**config.mk**
```make
export PLATFORM = sky130hd
export DESIGN_NAME = split_palette
export DESIGN_NICKNAME = d
export VERILOG_FILES = /design/src/rtl/spal_pkg.sv /design/src/rtl/pal_addr_map.sv /design/src/rtl/pal_store.sv /design/src/rtl/split_palette.sv
export SDC_FILE = /design/constraint.sdc
export NUM_CORES = 2
export LEC_CHECK = 0
export BUFFER_PORTS_ARGS = -buffer_cell sky130_fd_sc_hd__buf_4
export CORE_MARGIN = 8
export CORE_UTILIZATION = 50
export DETAILED_ROUTE_END_ITERATION = 10
export GPL_ROUTABILITY_DRIVEN = 1
export PLACE_DENSITY = 0.65
export SLEW_MARGIN = 40
export SYNTH_ARGS = -nofsm -noshare
export SYNTH_HDL_FRONTEND = slang
export SYNTH_HIERARCHICAL = 1
export SYNTH_SLANG_ARGS = --single-unit
```
**constraint.sdc**
```tcl
create_clock -name clk -period 4.5 [get_ports clk]
set_clock_uncertainty 0.1 [all_clocks]
set_input_delay 0.45 -clock clk [delete_from_list [all_inputs] [get_ports clk]]
set_output_delay 0.45 -clock clk [all_outputs]
set_load 0.01 [all_outputs]
```
**src/rtl/spal_pkg.sv**
```systemverilog
package spal_pkg;

    localparam int unsigned COLOR_IDX_W = 7;
    localparam int unsigned HALF_BITS   = 6;

    typedef logic [COLOR_IDX_W-1:0] color_idx_t;
    typedef logic [HALF_BITS-1:0]   half_t;

    // Sprite backdrop slots (0x10/0x14/0x18/0x1C) fold onto 0x00/0x04/0x08/0x0C
    function automatic color_idx_t fold_backdrop(input color_idx_t idx);
        color_idx_t res;
        res = idx;
        if (idx[COLOR_IDX_W-1:5] == '0 && idx[4] && idx[1:0] == 2'b00)
            res[4] = 1'b0;
        return res;
    endfunction

endpackage

```
**src/rtl/pal_addr_map.sv**
```systemverilog
module pal_addr_map
    import spal_pkg::*;
#(
    parameter int unsigned ADDR_W = 8
) (
    input  logic              enh_mode,
    input  logic [ADDR_W-1:0] addr,
    output color_idx_t        idx,
    output logic              sel_hi
);
    localparam int unsigned LEGACY_W = 5;

    color_idx_t raw;

    always_comb begin
        if (enh_mode) begin
            sel_hi = addr[ADDR_W-1];
            raw    = addr[COLOR_IDX_W-1:0];
        end else begin
            sel_hi = 1'b0;
            raw    = {{(COLOR_IDX_W-LEGACY_W){1'b0}}, addr[LEGACY_W-1:0]};
        end
        idx = sel_hi ? raw : fold_backdrop(raw);
    end

endmodule

```
**src/rtl/pal_store.sv**
```systemverilog
module pal_store
    import spal_pkg::*;
#(
    parameter int unsigned ENTRIES = 128,
    parameter int unsigned HALF_W  = 6
) (
    input  logic                         clk,
    input  logic                         rst_n,
    input  logic                         wr_en,
    input  logic [$clog2(ENTRIES)-1:0]   wr_idx,
    input  logic                         wr_hi,
    input  logic [HALF_W-1:0]            wr_half,
    input  logic [$clog2(ENTRIES)-1:0]   rd_idx,
    input  logic                         rd_hi,
    output logic [HALF_W-1:0]            rd_half,
    input  logic [$clog2(ENTRIES)-1:0]   lk_idx,
    input  logic                         lk_legacy,
    output logic [2*HALF_W-1:0]          lk_color
);
    localparam int unsigned COLOR_W = 2 * HALF_W;

    typedef struct packed {
        logic [ENTRIES-1:0][HALF_W-1:0] lo;
        logic [ENTRIES-1:0][HALF_W-1:0] hi;
        logic [COLOR_W-1:0]             pix;
    } store_t;

    store_t st_d, st_q;

    always_comb begin
        st_d = st_q;
        if (lk_legacy)
            st_d.pix = {{HALF_W{1'b0}}, st_q.lo[lk_idx]};
        else
            st_d.pix = {st_q.hi[lk_idx], st_q.lo[lk_idx]};
        if (wr_en) begin
            if (wr_hi)
                st_d.hi[wr_idx] = wr_half;
            else
                st_d.lo[wr_idx] = wr_half;
        end
    end

    always_ff @(posedge clk) begin
        if (!rst_n)
            st_q <= '0;
        else
            st_q <= st_d;
    end

    assign rd_half  = rd_hi ? st_q.hi[rd_idx] : st_q.lo[rd_idx];
    assign lk_color = st_q.pix;


    write_readback_chk: assert property (@(posedge clk) disable iff (!rst_n)
        wr_en |=> ((rd_idx != $past(wr_idx)) || (rd_hi != $past(wr_hi)) ||
                   (rd_half == $past(wr_half))));


    legacy_upper_zero_chk: assert property (@(posedge clk) disable iff (!rst_n)
        $past(lk_legacy) |-> (lk_color[COLOR_W-1:HALF_W] == '0));

endmodule

```
**src/rtl/split_palette.sv**
```systemverilog
module split_palette
    import spal_pkg::*;
#(
    parameter int unsigned ENTRIES = 128,
    parameter int unsigned HALF_W  = 6,
    parameter int unsigned ADDR_W  = 8
) (
    input  logic                        clk,
    input  logic                        rst_n,
    input  logic                        enh_mode,
    input  logic [ADDR_W-1:0]           cpu_addr,
    input  logic                        cpu_we,
    input  logic [7:0]                  cpu_wdata,
    output logic [7:0]                  cpu_rdata,
    input  logic [$clog2(ENTRIES)-1:0]  pix_idx,
    output logic [2*HALF_W-1:0]         pix_color
);
    localparam int unsigned IDX_W = $clog2(ENTRIES);

    color_idx_t          cpu_idx;
    logic                cpu_hi;
    logic [HALF_W-1:0]   rd_half;
    logic [IDX_W-1:0]    lk_idx;

    pal_addr_map #(.ADDR_W(ADDR_W)) u_map (
        .enh_mode (enh_mode),
        .addr     (cpu_addr),
        .idx      (cpu_idx),
        .sel_hi   (cpu_hi)
    );

    assign lk_idx = fold_backdrop(pix_idx);

    pal_store #(.ENTRIES(ENTRIES), .HALF_W(HALF_W)) u_store (
        .clk       (clk),
        .rst_n     (rst_n),
        .wr_en     (cpu_we),
        .wr_idx    (cpu_idx),
        .wr_hi     (cpu_hi),
        .wr_half   (cpu_wdata[HALF_W-1:0]),
        .rd_idx    (cpu_idx),
        .rd_hi     (cpu_hi),
        .rd_half   (rd_half),
        .lk_idx    (lk_idx),
        .lk_legacy (!enh_mode),
        .lk_color  (pix_color)
    );

    assign cpu_rdata = {{(8-HALF_W){1'b0}}, rd_half};


    legacy_low_only_chk: assert property (@(posedge clk) disable iff (!rst_n)
        !enh_mode |-> !cpu_hi);


    backdrop_folded_chk: assert property (@(posedge clk) disable iff (!rst_n)
        !(!cpu_hi && cpu_idx[6:5] == 2'b00 && cpu_idx[4] && cpu_idx[1:0] == 2'b00));

endmodule

```
==> results.md <==
- Clock input transition at the sequential cells of the worst setup and hold paths: around 60 ps
- IO Pins: 47
- Antenna Nets Post-Route: 0
- Fraction of power consumed by sequential logic: 0.448
- Worst setup path class: in2out
- Vias per cell: between 6 and 7
- CORE AREA: 169,000 sq um
- Post-synth EDFFs: 0
- Actual transition at the worst max-transition pin: 1060 ps
- Unique cell type count in the Yosys netlist: 60
- Maximum number of pins on one net before global-route repair: between 200 and 250
- Highest Clock Rate: between 0.2 and 0.25 GHz
- Psw: 7.79 mW
- Part of the total power dissipated in the clock network: 0.471
- Floorplan die width: 427 um
- Residual DRC: 0
- Flop-to-flop setup slack: 1630 ps
- Total power per unit cell area: 330 nW/um^2
- Total global-route track usage: 0.316
- Final Worst Setup Slack: -8.09 ps
- Synthesis-to-layout area growth: 9.80%
- Static leakage power: 28.7 nW
- Pre-CTS worst setup slack: -66.7 ps
- Die ar.: 182,000 sq um
- Share of synthesized area occupied by flip-flops and latches: 0.367
- Outcome: finished, violations left
- Clock Path Buffers: 3
- Worst Setup Start Kind: input port
- Peak supply drop: 329 uV
- 1st-pass router iterations: 9
- Antenna violations before repair: 7
- Layout cell share with drive strength beyond 1: 0.163
- Detailed-placement wirelength estimate: 188 mm
- Path type of the worst min-delay path: in2reg
- Instance count of the mapped netlist: ~9,000
- CP max FO: 58
- Data required, critical path: a little under 4000 ps
- Async set or reset register ratio after synthesis: 0
- Count of placed standard cells including taps: 10,686
- Routed wire per std cell: 27.2 um
- Failing checks: negative setup slack
- Num Clock Sinks: 1,548
- Net Sw Frac: 0.254
- Power share of the combinational group: 0.081
- Clk_lat worst skew: 840 ps
- Cell Count, Final, Fillers Out: 11,011
- Total grt overflow: 0
- Largest area contributor in the netlist: dfxtp_1
- Number of H-tree branching levels: 4
- Die Y: 427 um
- End of the worst hold path: u_store/st_q[536]$_SDFFE_PN0P_
- Number of port buffers: 42
- Flop and latch count out of synthesis: 1,548
- Setup crit end kind: primary output
- Number of cells traversed by the worst register-to-register path: 7
- Rel. slew slack: 0.290
- Netlist area before placement: 84,500 sq um
- Syn. warnings: 6
- Min Clock Period, post-route: approximately 4500 ps
- Global-route wire length before repair: about 450 mm
- Clk Tree Root Cell: clkbuf_16
- Area contributors post-synth: dfxtp_1 37%, mux4_2 19%, a21boi_0 14%
- Avg Inst Size Synth: 9.24 sq um
- Top cells by instance count after synthesis: 1,766 x nand2_1, 1,560 x a21boi_0, 1,548 x dfxtp_1
- Number of buffers created by CTS: between 150 and 200
- Placement Rows: ~150
- Arrival time of the worst setup path: 3960 ps
- Worst Hold Launch: cpu_wdata[2]
- Max-slew violations: 0
- CTS tree: done
- Dominant cell by count in the synthesized netlist: nand2_1
- Hold Fails Final Rpt: 0
- Post-Route WL: 299 mm
- Weighted congestion reported at the end of routability-driven placement: 0.976
- Number of setup violations in the final report: 1
- Period utilization: 1.00
- Synth top area share: 0.367
- R2R Path End: u_store/lk_color[1]$_SDFF_PN0_
- Via Count: about 74,000
- Initial Util: 0.501
- # nets final: 8,677
- Worst hold path depth: 3
- Critical register-to-register path startpoint: u_store/st_q[1063]$_SDFFE_PN0P_
- 1st-iter DRT viols: around 9,700
- Vias in the first global route: 71,073
- Dominant register cell in the synthesized netlist: dfxtp_1
- Int Power: approximately 23 mW
- Max-cap violations: 0
## worst max-delay path: stages
cell and delay [ps]:
buf_8 80, buf_12 210, buf_12 400, buf_12 300
mux4_2 340, mux2i_1 300, a21oi_1 300, a2111oi_0 710
o221ai_1 280, clkbuf_4 250, buf_4 160
## kinds of logic after synthesis
group / after synthesis / synth area share
AOI/OAI and AO/OA: 2989 / 0.236
and+or+nand+nor: 2719 / 0.134
DFF: 1548 / 0.367
buffers and inverters: 1010 / 0.0510
muxes: 879 / 0.212
other: 1 / 0.0000444
## sequential cells by signal, summed over array words and instances, names as in the netlist
signal            flops
u_store/st_q       1536
u_store/lk_color     12
## what timing repair did
item,4_1_cts,5_1_grt
setup buffers,0,0
resized for setup,3,5
endpoints found under the setup margin,3,3
hold endpoints to repair,0,76
pin swaps,0,0
hold buffers,0,3
## cell usage in the layout, fill, tap and decap left out, types with 28 or more instances in the layout
cell type / instances
a221oi_1: 28
clkbuf_8: 38
dfxtp_1: 1548
clkbuf_1: 42
a211oi_1: 45
a21boi_0: 1560
buf_12: 72
o21ai_0: 984
a22oi_1: 219
mux4_2: 727
nand3_1: 597
clkinv_2: 30
clkbuf_16: 174
nand2_1: 1751
mux2i_1: 129
nor2_1: 196
o22ai_1: 43
buf_4: 237
## routing by layer
layer | GRT usage | share of wire
met3 | 0.0721 | 0.10
met5 | 0 | 0.00020
met1 | 0.420 | 0.39
met4 | 0.153 | 0.050
met2 | 0.490 | 0.45
## power by group through the flow
stage	registers (mW)	logic, mW	clock network (mW)
after floorplan	14.0	1.53	0
after global placement	14.0	2.38	0
after detailed placement	14.0	2.39	0
after CTS	13.7	2.40	14.6
after global routing	13.7	2.54	15.1
final	13.7	2.48	14.4
## how the worst max path moves through the flow
stage	slack, ps	depth (start not counted)	startpoint	endpoint
global placement	-70	11	cpu_addr[0]	cpu_rdata[5]
finish	-8	11	cpu_addr[1]	cpu_rdata[1]
detailed placement	-70	11	cpu_addr[0]	cpu_rdata[5]
floorplan	1530	11	cpu_addr[1]	cpu_rdata[1]
CTS	3	6	u_store/st_q[1161]$_SDFFE_PN0P_	cpu_rdata[3]
global route	-10	9	cpu_addr[0]	cpu_rdata[3]
## cell type report
class | instances | area [sq um]
antenna | 4 | 10.0
clock buffer | 254 | 5030
clock inverter | 58 | 673
fill | 14776 | 75900
inverter | 4 | 15.0
multi-input combinational | 6589 | 49700
sequential | 1548 | 31000
tap | 2218 | 2780
timing repair buffer | 336 | 3650
## stage by stage
| stage | total power, mW | instance area (sq um) | setup TNS [ps] | hold WS (ps) | util |
|---|---|---|---|---|---|
| finish | 30.6 | 92800 | -8.09 | 41.3 | 0.550 |
| global route | 31.4 | 92800 | -10.5 | 65.9 | 0.550 |
| CTS | 30.7 | 92600 | 0 | 15.7 | 0.549 |
| detailed placement | 16.4 | 86800 | -66.7 | 371 | 0.515 |
| global placement | 16.4 | 86800 | -74.0 | 358 | 0.514 |
| floorplan | 15.6 | 84500 | 0 | 349 | - |
No activity file was read; power rests on OpenSTA's default activity.
